--- src/rtl/pe_wr_pkg.sv ---
package pe_wr_pkg;

    typedef enum logic [1:0] {
        ST_IDLE = 2'd0,
        ST_PRE  = 2'd1,
        ST_DATA = 2'd2,
        ST_POST = 2'd3
    } wr_state_e;

    typedef enum logic [1:0] {
        SRC_ZERO = 2'd0,
        SRC_ONES = 2'd1,
        SRC_DATA = 2'd2
    } cell_src_e;

endpackage

--- src/rtl/pe_wr_inbuf.sv ---
module pe_wr_inbuf #(
    parameter int WIDTH = 9
) (
    input  logic             clk,
    input  logic             rst,
    input  logic             accept_en,
    input  logic             clear,
    input  logic             take,
    input  logic             s_valid,
    input  logic [WIDTH-1:0] s_data,
    input  logic             s_last,
    output logic             s_ready,
    output logic             buf_vld,
    output logic [WIDTH-1:0] buf_data,
    output logic             buf_last
);

    typedef struct packed {
        logic             vld;
        logic [WIDTH-1:0] data;
        logic             last;
        logic             lock;
    } ib_t;

    ib_t ib_q, ib_d;

    always_comb begin
        ib_d    = ib_q;
        s_ready = accept_en && !ib_q.vld && !ib_q.lock;
        if (take) begin
            ib_d.vld = 1'b0;
        end
        if (s_valid && s_ready) begin
            ib_d.vld  = 1'b1;
            ib_d.data = s_data;
            ib_d.last = s_last;
            ib_d.lock = s_last;
        end
        if (clear) begin
            ib_d = '0;
        end
    end

    always_ff @(posedge clk) begin
        if (rst) begin
            ib_q <= '0;
        end else begin
            ib_q <= ib_d;
        end
    end

    assign buf_vld  = ib_q.vld;
    assign buf_data = ib_q.data;
    assign buf_last = ib_q.last;

    AST_NO_READY_AFTER_LAST: assert property (@(posedge clk) disable iff (rst)
        (s_valid && s_ready && s_last) |=> !s_ready);

endmodule

--- src/rtl/pe_wr_framer.sv ---
module pe_wr_framer
    import pe_wr_pkg::*;
#(
    parameter int PRE_ZEROS  = 40,
    parameter int POST_ZEROS = 40
) (
    input  logic      clk,
    input  logic      rst,
    input  logic      start,
    input  logic      half_tick,
    input  logic      buf_vld,
    input  logic      buf_last,
    output logic      first_en,
    output logic      second_en,
    output cell_src_e src,
    output logic      take,
    output logic      launch,
    output logic      accept_en,
    output logic      done
);

    localparam int MAXC = (PRE_ZEROS > POST_ZEROS) ? PRE_ZEROS : POST_ZEROS;
    localparam int CW   = $clog2(MAXC + 1);

    typedef struct packed {
        wr_state_e        st;
        logic [CW-1:0]    cnt;
        logic             half;
        logic             last;
        logic             done;
    } fr_t;

    fr_t fr_q, fr_d;

    always_comb begin
        fr_d      = fr_q;
        fr_d.done = 1'b0;
        first_en  = 1'b0;
        second_en = 1'b0;
        src       = SRC_ZERO;
        take      = 1'b0;
        launch    = 1'b0;
        accept_en = (fr_q.st == ST_DATA);
        unique case (fr_q.st)
            ST_IDLE: begin
                if (start) begin
                    launch    = 1'b1;
                    fr_d.st   = ST_PRE;
                    fr_d.cnt  = '0;
                    fr_d.half = 1'b0;
                    fr_d.last = 1'b0;
                end
            end
            ST_PRE: begin
                if (half_tick) begin
                    if (!fr_q.half) begin
                        first_en  = 1'b1;
                        src       = (fr_q.cnt == CW'(PRE_ZEROS)) ? SRC_ONES : SRC_ZERO;
                        fr_d.half = 1'b1;
                    end else begin
                        second_en = 1'b1;
                        fr_d.half = 1'b0;
                        if (fr_q.cnt == CW'(PRE_ZEROS)) begin
                            fr_d.st  = ST_DATA;
                            fr_d.cnt = '0;
                        end else begin
                            fr_d.cnt = fr_q.cnt + 1'b1;
                        end
                    end
                end
            end
            ST_DATA: begin
                if (half_tick) begin
                    if (!fr_q.half) begin
                        if (buf_vld) begin
                            first_en  = 1'b1;
                            src       = SRC_DATA;
                            take      = 1'b1;
                            fr_d.half = 1'b1;
                            fr_d.last = buf_last;
                        end
                    end else begin
                        second_en = 1'b1;
                        fr_d.half = 1'b0;
                        if (fr_q.last) begin
                            fr_d.st  = ST_POST;
                            fr_d.cnt = '0;
                        end
                    end
                end
            end
            ST_POST: begin
                if (half_tick) begin
                    if (!fr_q.half) begin
                        first_en  = 1'b1;
                        src       = (fr_q.cnt == '0) ? SRC_ONES : SRC_ZERO;
                        fr_d.half = 1'b1;
                    end else begin
                        second_en = 1'b1;
                        fr_d.half = 1'b0;
                        if (fr_q.cnt == CW'(POST_ZEROS)) begin
                            fr_d.st   = ST_IDLE;
                            fr_d.cnt  = '0;
                            fr_d.done = 1'b1;
                        end else begin
                            fr_d.cnt = fr_q.cnt + 1'b1;
                        end
                    end
                end
            end
            default: fr_d.st = ST_IDLE;
        endcase
    end

    always_ff @(posedge clk) begin
        if (rst) begin
            fr_q <= '0;
        end else begin
            fr_q <= fr_d;
        end
    end

    assign done = fr_q.done;

    AST_TAKE_HAS_CHAR: assert property (@(posedge clk) disable iff (rst)
        take |-> buf_vld);
    AST_DONE_ENDS_POST: assert property (@(posedge clk) disable iff (rst)
        done |-> ($past(fr_q.st) == ST_POST));
    AST_PRE_CNT_RANGE: assert property (@(posedge clk) disable iff (rst)
        (fr_q.st == ST_PRE) |-> (fr_q.cnt <= CW'(PRE_ZEROS)));

endmodule

--- src/rtl/pe_wr_track.sv ---
module pe_wr_track (
    input  logic clk,
    input  logic rst,
    input  logic first_en,
    input  logic second_en,
    input  logic bit_in,
    output logic lvl
);

    typedef struct packed {
        logic lvl;
        logic bitv;
    } tk_t;

    tk_t tk_q, tk_d;

    always_comb begin
        tk_d = tk_q;
        if (first_en) begin
            tk_d.lvl  = !bit_in;
            tk_d.bitv = bit_in;
        end else if (second_en) begin
            tk_d.lvl = tk_q.bitv;
        end
    end

    always_ff @(posedge clk) begin
        if (rst) begin
            tk_q <= '0;
        end else begin
            tk_q <= tk_d;
        end
    end

    assign lvl = tk_q.lvl;

    AST_MID_CELL_EDGE: assert property (@(posedge clk) disable iff (rst)
        second_en |=> (lvl != $past(lvl)));

endmodule

--- src/rtl/pe_record_writer.sv ---
module pe_record_writer
    import pe_wr_pkg::*;
#(
    parameter int TRACKS     = 9,
    parameter int PRE_ZEROS  = 40,
    parameter int POST_ZEROS = 40
) (
    input  logic              clk,
    input  logic              rst,
    input  logic              half_tick,
    input  logic              start,
    input  logic              s_valid,
    input  logic [TRACKS-1:0] s_data,
    input  logic              s_last,
    output logic              s_ready,
    output logic [TRACKS-1:0] trk_out,
    output logic              done
);

    logic              first_en, second_en, take, launch, accept_en;
    logic              buf_vld, buf_last;
    logic [TRACKS-1:0] buf_data;
    logic [TRACKS-1:0] cell_char;
    cell_src_e         src;

    pe_wr_inbuf #(.WIDTH(TRACKS)) u_inbuf (
        .clk       (clk),
        .rst       (rst),
        .accept_en (accept_en),
        .clear     (launch),
        .take      (take),
        .s_valid   (s_valid),
        .s_data    (s_data),
        .s_last    (s_last),
        .s_ready   (s_ready),
        .buf_vld   (buf_vld),
        .buf_data  (buf_data),
        .buf_last  (buf_last)
    );

    pe_wr_framer #(.PRE_ZEROS(PRE_ZEROS), .POST_ZEROS(POST_ZEROS)) u_framer (
        .clk       (clk),
        .rst       (rst),
        .start     (start),
        .half_tick (half_tick),
        .buf_vld   (buf_vld),
        .buf_last  (buf_last),
        .first_en  (first_en),
        .second_en (second_en),
        .src       (src),
        .take      (take),
        .launch    (launch),
        .accept_en (accept_en),
        .done      (done)
    );

    always_comb begin
        unique case (src)
            SRC_ONES: cell_char = '1;
            SRC_DATA: cell_char = buf_data;
            default:  cell_char = '0;
        endcase
    end

    for (genvar t = 0; t < TRACKS; t++) begin : g_track
        pe_wr_track u_track (
            .clk       (clk),
            .rst       (rst),
            .first_en  (first_en),
            .second_en (second_en),
            .bit_in    (cell_char[t]),
            .lvl       (trk_out[t])
        );
    end

    AST_LEVELS_WAIT_TICK: assert property (@(posedge clk) disable iff (rst)
        !half_tick |=> $stable(trk_out));

endmodule

--- config.mk ---
export PLATFORM = sky130hd
export DESIGN_NAME = pe_record_writer
export DESIGN_NICKNAME = d
export VERILOG_FILES = /design/src/rtl/pe_wr_pkg.sv /design/src/rtl/pe_wr_inbuf.sv /design/src/rtl/pe_wr_framer.sv /design/src/rtl/pe_wr_track.sv /design/src/rtl/pe_record_writer.sv
export SDC_FILE = /design/constraint.sdc
export NUM_CORES = 1
export LEC_CHECK = 0
export ABC_CLOCK_PERIOD_IN_PS = 6700
export BUFFER_PORTS_ARGS = -buffer_cell sky130_fd_sc_hd__buf_2
export CELL_PAD_IN_SITES_DETAIL_PLACEMENT = 0
export CELL_PAD_IN_SITES_GLOBAL_PLACEMENT = 1
export CORE_MARGIN = 3
export CORE_UTILIZATION = 46
export DETAILED_ROUTE_END_ITERATION = 16
export PLACE_DENSITY_LB_ADDON = 0.1
export SLEW_MARGIN = 25
export SYNTH_ARGS = -nofsm -noshare
export SYNTH_HDL_FRONTEND = slang
export SYNTH_SLANG_ARGS = --single-unit
--- constraint.sdc ---
create_clock -name clk -period 6.7 [get_ports clk]
set_clock_uncertainty 0.1 [all_clocks]
set_input_delay 1.34 -clock clk [delete_from_list [all_inputs] [get_ports clk]]
set_output_delay 1.34 -clock clk [all_outputs]
set_load 0.03 [all_outputs]
==> results.rst, run 1 <==
.. list-table::
   :header-rows: 1

   * - Metric
     - Value
   * - Net switching fraction of the power
     - 0.357
   * - CP Max Fanout
     - 10
   * - Deepest level of the CTS H-tree
     - 2
   * - Worst hold path endpoint
     - g_track[2].u_track.lvl
   * - Number of DRC markers after the initial detailed-route iteration
     - 73
   * - Filler Cell Count
     - between 400 and 500
   * - Final worst-path cycle share
     - 0.478
   * - Most frequent cells in the layout
     - sky130_fd_sc_hd__nand2_1 (44), sky130_fd_sc_hd__a21oi_1 (44), sky130_fd_sc_hd__dfxtp_1 (40), sky130_fd_sc_hd__buf_2 (25), sky130_fd_sc_hd__ha_1 (9)
   * - Sequential cell fraction of total power
     - 0.423
   * - Mapped Avg Cell Area
     - a little over 8 sq um
   * - Buffering stage count on the worst path with inverters included
     - 2
   * - Final estimated routing congestion in global placement
     - 0.756
   * - Number of buffers created by CTS
     - 5
   * - Accumulated negative setup slack
     - 0 ns
   * - Maximum buffer depth of the clock tree
     - 2
   * - Clock root buffer
     - sky130_fd_sc_hd__clkbuf_8
   * - Number of nets in the final layout
     - between 200 and 300
   * - Run status
     - finished, final reports clean
   * - Nets in the synthesized netlist
     - 268
   * - Initial antenna violation count
     - 0
   * - Highest clock rate
     - between 0.3 and 0.4 GHz
   * - Setup Crit Path Kind
     - register to output port
   * - Portion of the post-synthesis area used by sequential elements
     - 0.397
   * - First-pass GRT wire length
     - ~6.5 mm
   * - Number of instances on the worst hold path
     - 2
   * - Synth Instances
     - between 200 and 250
   * - TritonCTS Sinks
     - 40
   * - Wire length after detailed routing
     - just under 4 mm
   * - Cell area power density
     - between 200 and 300 nW/um^2
   * - Postcts setup bufs
     - 0
   * - Max-capacitance violation count
     - 0
   * - Post-CTS Resized
     - 0
   * - Fin crit period
     - ~3.2 ns
   * - Slew at the pin with the worst max-slew slack
     - 0.549 ns
   * - Count of standard-cell rows
     - 23
   * - Area taken by multi-input logic gates
     - between 1000 and 1500 sq um
   * - Total gr overflow
     - 0
   * - Post-route antenna net violation count
     - 0
   * - Hold slack final
     - 0.349 ns
   * - Reported leakage power
     - 0.798 nW
   * - Final hold vios
     - 0
   * - Starting Density
     - 0.491
   * - DR vias/cell
     - approximately 5.2
   * - Number of DRC violations after detailed routing
     - 0
   * - Floorplan die width
     - slightly above 70 um
   * - Synth cell types
     - 41
   * - Critical Path End Type
     - output port
   * - Final Instance Area
     - ~2200 sq um
   * - TritonCTS clock tree
     - yes
   * - Clock power frac
     - 0.262
   * - CP Data Arrival Time
     - roughly 1.8 ns
   * - IR drop worst, VDD
     - 130 uV
   * - Height of the chip
     - between 70 and 80 um
   * - Skew-Pair Late Insertion Delay
     - between 0.2 and 0.3 ns
   * - Detailed-route via count
     - roughly 1,600
   * - Critical path's largest stage delay
     - approximately 0.42 ns
   * - Port Buffer Count
     - 25
   * - Area of the core
     - a little over 4000 sq um
   * - Hold Path Origin
     - g_track[2].u_track.lvl
   * - Number of global-route vias before repair
     - about 1,400
   * - Ordered cell list for the critical path
     - inv_1, ha_1, nor3b_1, buf_2
   * - Count of endpoints failing setup in the final report
     - 0
   * - RSZ-0062 raised after global routing
     - no
   * - Critical path startpoint category
     - register
   * - Total routing resource utilization after global routing
     - 0.160
   * - Required time of the worst setup path
     - between 5 and 6 ns
   * - Count of yosys warnings during synthesis
     - 0
   * - Slowest-stage cell, CP
     - sky130_fd_sc_hd__ha_1
   * - Register bit count reported by yosys
     - 40
   * - Placement-stage cell area
     - between 2000 and 2500 sq um
   * - Combined flip-flop and latch cell area
     - 801 sq um
   * - Placed wire-length estimate
     - 2.70 mm
   * - Antenna diode instance count
     - 0
   * - Internal cell power
     - slightly above 0.0004 W
   * - Pin count of the biggest net entering global routing
     - 29
   * - Cell family with most CP delay
     - adder cells
   * - First-pass detailed-route iteration total
     - 4
   * - Area growth, synth to finish
     - 7.19%
   * - Psw
     - ~0.00023 W
   * - Total standard cell area after synthesis
     - 2020 sq um
   * - Max_slew headroom
     - 0.633
   * - Worst r2r path cells
     - 8
   * - Hold/Removal Path Class
     - register to register
   * - R2r endpoint
     - g_track[1].u_track.lvl
   * - Number of max-slew violations in the final report
     - 0
   * - Post-CTS Hold Buffers
     - 0
   * - Flop-to-flop setup slack
     - around 4 ns
   * - Clock-pin slew of the registers on the worst-case setup and hold paths
     - ~0.080 ns
   * - Die Area
     - roughly 5200 sq um
   * - RR Startpoint
     - u_framer.fr_q[9]
   * - Fraction of final layout cells with drive strength greater than 1
     - 0.173
   * - Routed wire per std cell
     - ~13 um
   * - Combinational fraction of design power
     - 0.315
   * - Placed Cells
     - a little under 300
   * - Count of placed standard cells in the final layout, fillers left out
     - a little over 300
   * - I/O pins
     - 26
metrics by stage:
step | util | total power [W] | worst slack, ns
2_1_floorplan | - | 0.000450 | 3.60
3_3_place_gp | 0.503 | 0.000474 | 3.26
3_5_place_dp | 0.503 | 0.000474 | 3.24
4_1_cts | 0.526 | 0.000644 | 3.46
5_1_grt | 0.526 | 0.000676 | 3.34
6_report | 0.526 | 0.000636 | 3.50
Yosys cell counts:
| cell | count | area, sq um |
|---|---|---|
| sky130_fd_sc_hd__nand3_1 | 4 | 20.0 |
| sky130_fd_sc_hd__nor2_1 | 8 | 30.0 |
| sky130_fd_sc_hd__mux2i_1 | 5 | 50.1 |
| sky130_fd_sc_hd__o31ai_1 | 3 | 22.5 |
| sky130_fd_sc_hd__a31oi_1 | 2 | 12.5 |
| sky130_fd_sc_hd__or3_1 | 1 | 6.26 |
| sky130_fd_sc_hd__buf_1 | 2 | 7.51 |
| sky130_fd_sc_hd__nand4_1 | 1 | 6.26 |
| sky130_fd_sc_hd__o21bai_1 | 1 | 7.51 |
| sky130_fd_sc_hd__a21oi_1 | 44 | 220 |
| sky130_fd_sc_hd__o211ai_2 | 1 | 12.5 |
| sky130_fd_sc_hd__o211a_1 | 1 | 10.0 |
| sky130_fd_sc_hd__a211o_1 | 1 | 8.76 |
| sky130_fd_sc_hd__and3_1 | 1 | 6.26 |
| sky130_fd_sc_hd__nand2b_1 | 2 | 12.5 |
| sky130_fd_sc_hd__and3b_1 | 1 | 8.76 |
| sky130_fd_sc_hd__dfxtp_1 | 40 | 801 |
| sky130_fd_sc_hd__o211ai_1 | 2 | 15.0 |
| sky130_fd_sc_hd__buf_6 | 2 | 22.5 |
| sky130_fd_sc_hd__a21o_1 | 2 | 15.0 |
| sky130_fd_sc_hd__o2bb2ai_1 | 4 | 35.0 |
| sky130_fd_sc_hd__nor3_4 | 1 | 16.3 |
| sky130_fd_sc_hd__or4_1 | 3 | 22.5 |
| sky130_fd_sc_hd__nor3b_1 | 3 | 22.5 |
| sky130_fd_sc_hd__inv_1 | 8 | 30.0 |
| sky130_fd_sc_hd__a311oi_1 | 1 | 8.76 |
| sky130_fd_sc_hd__and4b_1 | 2 | 20.0 |
| sky130_fd_sc_hd__nor2b_1 | 1 | 6.26 |
| sky130_fd_sc_hd__buf_2 | 4 | 20.0 |
| sky130_fd_sc_hd__clkbuf_1 | 5 | 18.8 |
| sky130_fd_sc_hd__or4b_2 | 1 | 10.0 |
| sky130_fd_sc_hd__o21ai_0 | 4 | 20.0 |
| sky130_fd_sc_hd__nand3b_1 | 3 | 22.5 |
| sky130_fd_sc_hd__and2_1 | 6 | 37.5 |
| sky130_fd_sc_hd__o41ai_1 | 2 | 17.5 |
| sky130_fd_sc_hd__nand2_1 | 44 | 165 |
| sky130_fd_sc_hd__buf_4 | 9 | 67.6 |
| sky130_fd_sc_hd__nor3b_2 | 1 | 12.5 |
| sky130_fd_sc_hd__ha_1 | 9 | 113 |
| sky130_fd_sc_hd__or2_2 | 8 | 50.1 |
| sky130_fd_sc_hd__xnor2_1 | 1 | 8.76 |
logic make-up (layout without fill, tap and decap cells):
kind of cell | Yosys count | after routing | share of synthesized area
and+or+nand+nor | 91 | 91 | 0.235
AOI/OAI and AO/OA | 68 | 68 | 0.201
DFF | 40 | 40 | 0.397
buffers and inverters | 30 | 41 | 0.0824
adders and majority gates | 9 | 9 | 0.0558
muxes | 5 | 5 | 0.0248
xor gates and xnor gates | 1 | 1 | 0.00434
routing by layer:
layer,up-vias,routed length [um],GRT usage
met1,688,2090,0.221
li1,856,-,-
met5,-,0,0
met2,27,1510,0.231
met3,6,169,0.0457
met4,0,68,0.0689
flip-flops by register name, indices dropped and copies added (netlist names):
register / flops
g_track.u_track.lvl: 9
g_track.u_track.tk_q: 9
u_framer.done: 1
u_framer.fr_q: 10
u_inbuf.buf_data: 9
u_inbuf.buf_last: 1
u_inbuf.buf_vld: 1
power by group through the flow:
stage                     sequential (W)  clock [W]  combinational (W)
after detailed placement        0.000274          0           0.000200
after floorplan                 0.000271          0           0.000179
after global placement          0.000274          0           0.000200
after CTS                       0.000269   0.000174           0.000201
after global routing            0.000271   0.000182           0.000223
final                           0.000269   0.000167           0.000200
final cells by class:
type                    count  area share
repair buffers             25      0.0578
well taps                  50      0.0289
clock buffers               7      0.0399
clock inverters             1     0.00347
inverters                   8      0.0139
flip-flops and latches     40       0.370
multi-input cells         174       0.486
how the worst max path moves through the flow:
stage | start | end | slack (ns) | cells past startpoint
5_1_grt | half_tick | g_track[5].u_track.lvl | 3.34 | 7
3_3_place_gp | half_tick | g_track[3].u_track.lvl | 3.26 | 7
2_1_floorplan | half_tick | g_track[0].u_track.lvl | 3.60 | 7
4_1_cts | u_framer.fr_q[9] | s_ready | 3.46 | 4
3_5_place_dp | half_tick | g_track[1].u_track.lvl | 3.24 | 7
6_report | u_framer.fr_q[9] | s_ready | 3.50 | 4
tightest hold or removal path: cells and delay by family (launching register included):
kind / cells / cell delay, ns
DFF: 1 / 0.31
and+or+nand+nor: 1 / 0.05
AOI/OAI and AO/OA: 1 / 0.05
No activity file was read; power rests on OpenSTA's default activity.
==> run 2, diff against run 1 <==
--- a/config.mk
+++ b/config.mk
@@ -5,12 +5,12 @@
 export SDC_FILE = /design/constraint.sdc
 export NUM_CORES = 1
 export LEC_CHECK = 0
-export ABC_CLOCK_PERIOD_IN_PS = 6700
+export ABC_CLOCK_PERIOD_IN_PS = 3300
 export BUFFER_PORTS_ARGS = -buffer_cell sky130_fd_sc_hd__buf_2
 export CELL_PAD_IN_SITES_DETAIL_PLACEMENT = 0
 export CELL_PAD_IN_SITES_GLOBAL_PLACEMENT = 1
 export CORE_MARGIN = 3
-export CORE_UTILIZATION = 46
+export CORE_UTILIZATION = 42
 export DETAILED_ROUTE_END_ITERATION = 16
 export PLACE_DENSITY_LB_ADDON = 0.1
 export SLEW_MARGIN = 25
==> constraint.sdc (replaced) <==
create_clock -name clk -period 3.3 [get_ports clk]
set_clock_uncertainty 0.1 [all_clocks]
set_input_delay 0.66 -clock clk [delete_from_list [all_inputs] [get_ports clk]]
set_output_delay 0.66 -clock clk [all_outputs]
set_load 0.03 [all_outputs]
==> results.rst, run 2 (synthesized netlist as in run 1, its figures left out) <==
.. list-table::
   :header-rows: 1

   * - Metric
     - Value
   * - Slew at the pin with the worst max-slew slack
     - 0.552 ns (+0.00289 ns)
   * - Worst r2r path cells
     - 8 (unchanged)
   * - Register ranked first by flip-flop count
     - u_framer.fr_q
   * - Flop-to-flop setup slack
     - 0.53 ns (-3.45 ns)
   * - Antenna diode instance count
     - 0 (unchanged)
   * - Area of the core
     - 4500 sq um (+9.5%)
   * - Max_slew headroom
     - 0.631 (-0.00193)
   * - Area growth, synth to finish
     - 7.06%
   * - Height of the chip
     - 75.3 um (+4.3%)
   * - DR vias/cell
     - 5.24 (+1.3%)
   * - Postcts setup bufs
     - 0 (unchanged)
   * - Max-capacitance violation count
     - 0 (unchanged)
   * - Starting Density
     - 0.448 (-0.0424)
   * - Count of endpoints failing setup in the final report
     - 0 (unchanged)
   * - Total gr overflow
     - 0 (unchanged)
   * - Cell area power density
     - 586 nW/um^2 (+100%)
   * - Number of DRC violations after detailed routing
     - 0 (unchanged)
   * - Number of buffers created by CTS
     - 5 (unchanged)
   * - Wire length after detailed routing
     - 3.93 mm (+2.4%)
   * - Pin count of the biggest net entering global routing
     - 29 (unchanged)
   * - Number of nets in the final layout
     - 279 (+0.36%)
   * - TritonCTS Sinks
     - 40 (unchanged)
   * - Port Buffer Count
     - 25 (unchanged)
   * - Filler Cell Count
     - 463 (+14%)
   * - Detailed-route via count
     - 1,608 (+2.0%)
   * - Cell occurring most often along the worst timing path
     - sky130_fd_sc_hd__ha_1
   * - Routed wire per std cell
     - 12.8 um (+1.7%)
   * - Critical path startpoint category
     - register
   * - IR drop worst, VDD
     - 310 uV (+140%)
   * - Post-CTS Resized
     - 0 (unchanged)
   * - Post-route antenna net violation count
     - 0 (unchanged)
   * - Clock root buffer
     - sky130_fd_sc_hd__clkbuf_8
   * - Floorplan die width
     - 75.3 um (+4.3%)
   * - Post-CTS Hold Buffers
     - 0 (unchanged)
   * - Deepest level of the CTS H-tree
     - 2 (unchanged)
   * - Final worst-path cycle share
     - 0.839
   * - I/O pins
     - 26 (unchanged)
   * - Run status
     - finished, final reports clean
   * - Cell family with most CP delay
     - simple AND/OR/NAND/NOR gates
   * - RR Startpoint
     - u_framer.fr_q[9]
   * - Most frequent cells in the layout
     - sky130_fd_sc_hd__nand2_1 (44), sky130_fd_sc_hd__a21oi_1 (44), sky130_fd_sc_hd__dfxtp_1 (40), sky130_fd_sc_hd__buf_2 (25), sky130_fd_sc_hd__ha_1 (9)
   * - First-pass detailed-route iteration total
     - 4 (unchanged)
   * - Initial antenna violation count
     - 0 (unchanged)
   * - Worst hold path endpoint
     - g_track[2].u_track.lvl
   * - CP Max Fanout
     - 12 (+2)
   * - Buffering stage count on the worst path with inverters included
     - 1 (-1)
   * - Reported leakage power
     - 0.798 nW (about the same)
   * - Hold Path Origin
     - g_track[2].u_track.lvl
   * - Placement-stage cell area
     - 2080 sq um (+0.48%)
   * - Maximum buffer depth of the clock tree
     - 2 (unchanged)
   * - Die Area
     - 5680 sq um (+8.7%)
   * - Accumulated negative setup slack
     - 0 ns (unchanged)
   * - R2r endpoint
     - g_track[5].u_track.lvl
   * - Placed wire-length estimate
     - 2.79 mm (+3.0%)
   * - Clock-pin slew of the registers on the worst-case setup and hold paths
     - 0.07 ns (about the same)
   * - RSZ-0062 raised after global routing
     - no
   * - CP Data Arrival Time
     - 2.85 ns (+1.09 ns)
   * - Fraction of final layout cells with drive strength greater than 1
     - 0.176 (+0.00392)
   * - Final estimated routing congestion in global placement
     - 0.719 (-4.9%)
   * - TritonCTS clock tree
     - yes
   * - Highest clock rate
     - approximately 0.36 GHz
   * - Setup Crit Path Kind
     - register to register
   * - Critical Path End Type
     - register
   * - Number of global-route vias before repair
     - 1,402 (-2.2%)
   * - Largest register FFs
     - 10 (unchanged)
   * - Final Instance Area
     - 2160 sq um (-0.12%)
   * - Slowest-stage cell, CP
     - sky130_fd_sc_hd__or2_2
   * - Fin crit period
     - around 2.8 ns
   * - Skew-Pair Late Insertion Delay
     - 0.29 ns (about the same)
   * - Number of DRC markers after the initial detailed-route iteration
     - 95 (+30%)
   * - Critical path's largest stage delay
     - 0.42 ns (about the same)
   * - Total routing resource utilization after global routing
     - 0.151 (-0.00858)
   * - Ordered cell list for the critical path
     - inv_1, ha_1, nor3b_2, o211ai_1, ha_1, nand3b_1, or2_2, and2_1
   * - Number of max-slew violations in the final report
     - 0 (unchanged)
   * - Final hold vios
     - 0 (unchanged)
   * - Number of instances on the worst hold path
     - 2 (unchanged)
   * - First-pass GRT wire length
     - 6.53 mm (+0.74%)
   * - Hold/Removal Path Class
     - register to register
   * - Required time of the worst setup path
     - 3.38 ns (-1.88 ns)
   * - Count of standard-cell rows
     - 24 (+4.3%)
run 2: layer usage:
metal	share of wire	routed length (um)	vias up	GRT usage
met5	0	0	-	0
met4	0.016	64	0	0.0641
met3	0.049	193	7	0.0383
met2	0.40	1550	29	0.204
met1	0.54	2120	720	0.226
li1	-	-	852	-
run 2: worst max-delay path by stage:
stage / from / end / cells past startpoint
CTS: u_framer.fr_q[9] / g_track[5].u_track.lvl / 8
global route: u_framer.fr_q[10] / g_track[3].u_track.lvl / 8
detailed placement: half_tick / g_track[1].u_track.lvl / 7
floorplan: u_framer.fr_q[9] / g_track[0].u_track.lvl / 9
finish: u_framer.fr_q[9] / g_track[5].u_track.lvl / 8
global placement: half_tick / g_track[0].u_track.lvl / 7
run 2: worst register-to-register path, stage by stage (launching register included):
cell	delay [ns]
sky130_fd_sc_hd__dfxtp_1	0.36
sky130_fd_sc_hd__inv_1	0.10
sky130_fd_sc_hd__ha_1	0.28
sky130_fd_sc_hd__nor3b_2	0.34
sky130_fd_sc_hd__o211ai_1	0.18
sky130_fd_sc_hd__ha_1	0.35
sky130_fd_sc_hd__nand3b_1	0.38
sky130_fd_sc_hd__or2_2	0.42
sky130_fd_sc_hd__and2_1	0.14
run 2: layout make-up:
| cell class | instances | area, sq um | share of cell area |
|---|---|---|---|
| Timing Repair Buffer | 26 | 133 | 0.0613 |
| Inverter | 8 | 30.0 | 0.0139 |
| Clock buffer | 5 | 68.8 | 0.0318 |
| Multi-Input combinational cell | 174 | 1050 | 0.487 |
| Clock inverter | 2 | 12.5 | 0.00579 |
| Sequential cell | 40 | 801 | 0.370 |
| Tap cell | 52 | 65.1 | 0.0301 |
run 2: where the power goes:
part	switching [W]	total, W	leakage, nW	internal (W)
logic	0.000265	0.000415	0.435	0.000150
registers	0.0000273	0.000546	0.323	0.000518
clock network	0.000164	0.000307	0.0400	0.000143
run 2: through the flow:
| step | std cells | worst slack (ns) | util | total power, W | hold slack (ns) |
|---|---|---|---|---|---|
| detailed placement | 300 | 0.488 | 0.462 | 0.000974 | 0.345 |
| finish | 307 | 0.531 | 0.480 | 0.00127 | 0.351 |
| global placement | 300 | 0.530 | 0.462 | 0.000973 | 0.338 |
| global route | 307 | 0.328 | 0.480 | 0.00135 | 0.363 |
| CTS | 307 | 0.523 | 0.480 | 0.00129 | 0.356 |
| floorplan | 244 | 0.864 | - | 0.000914 | 0.332 |
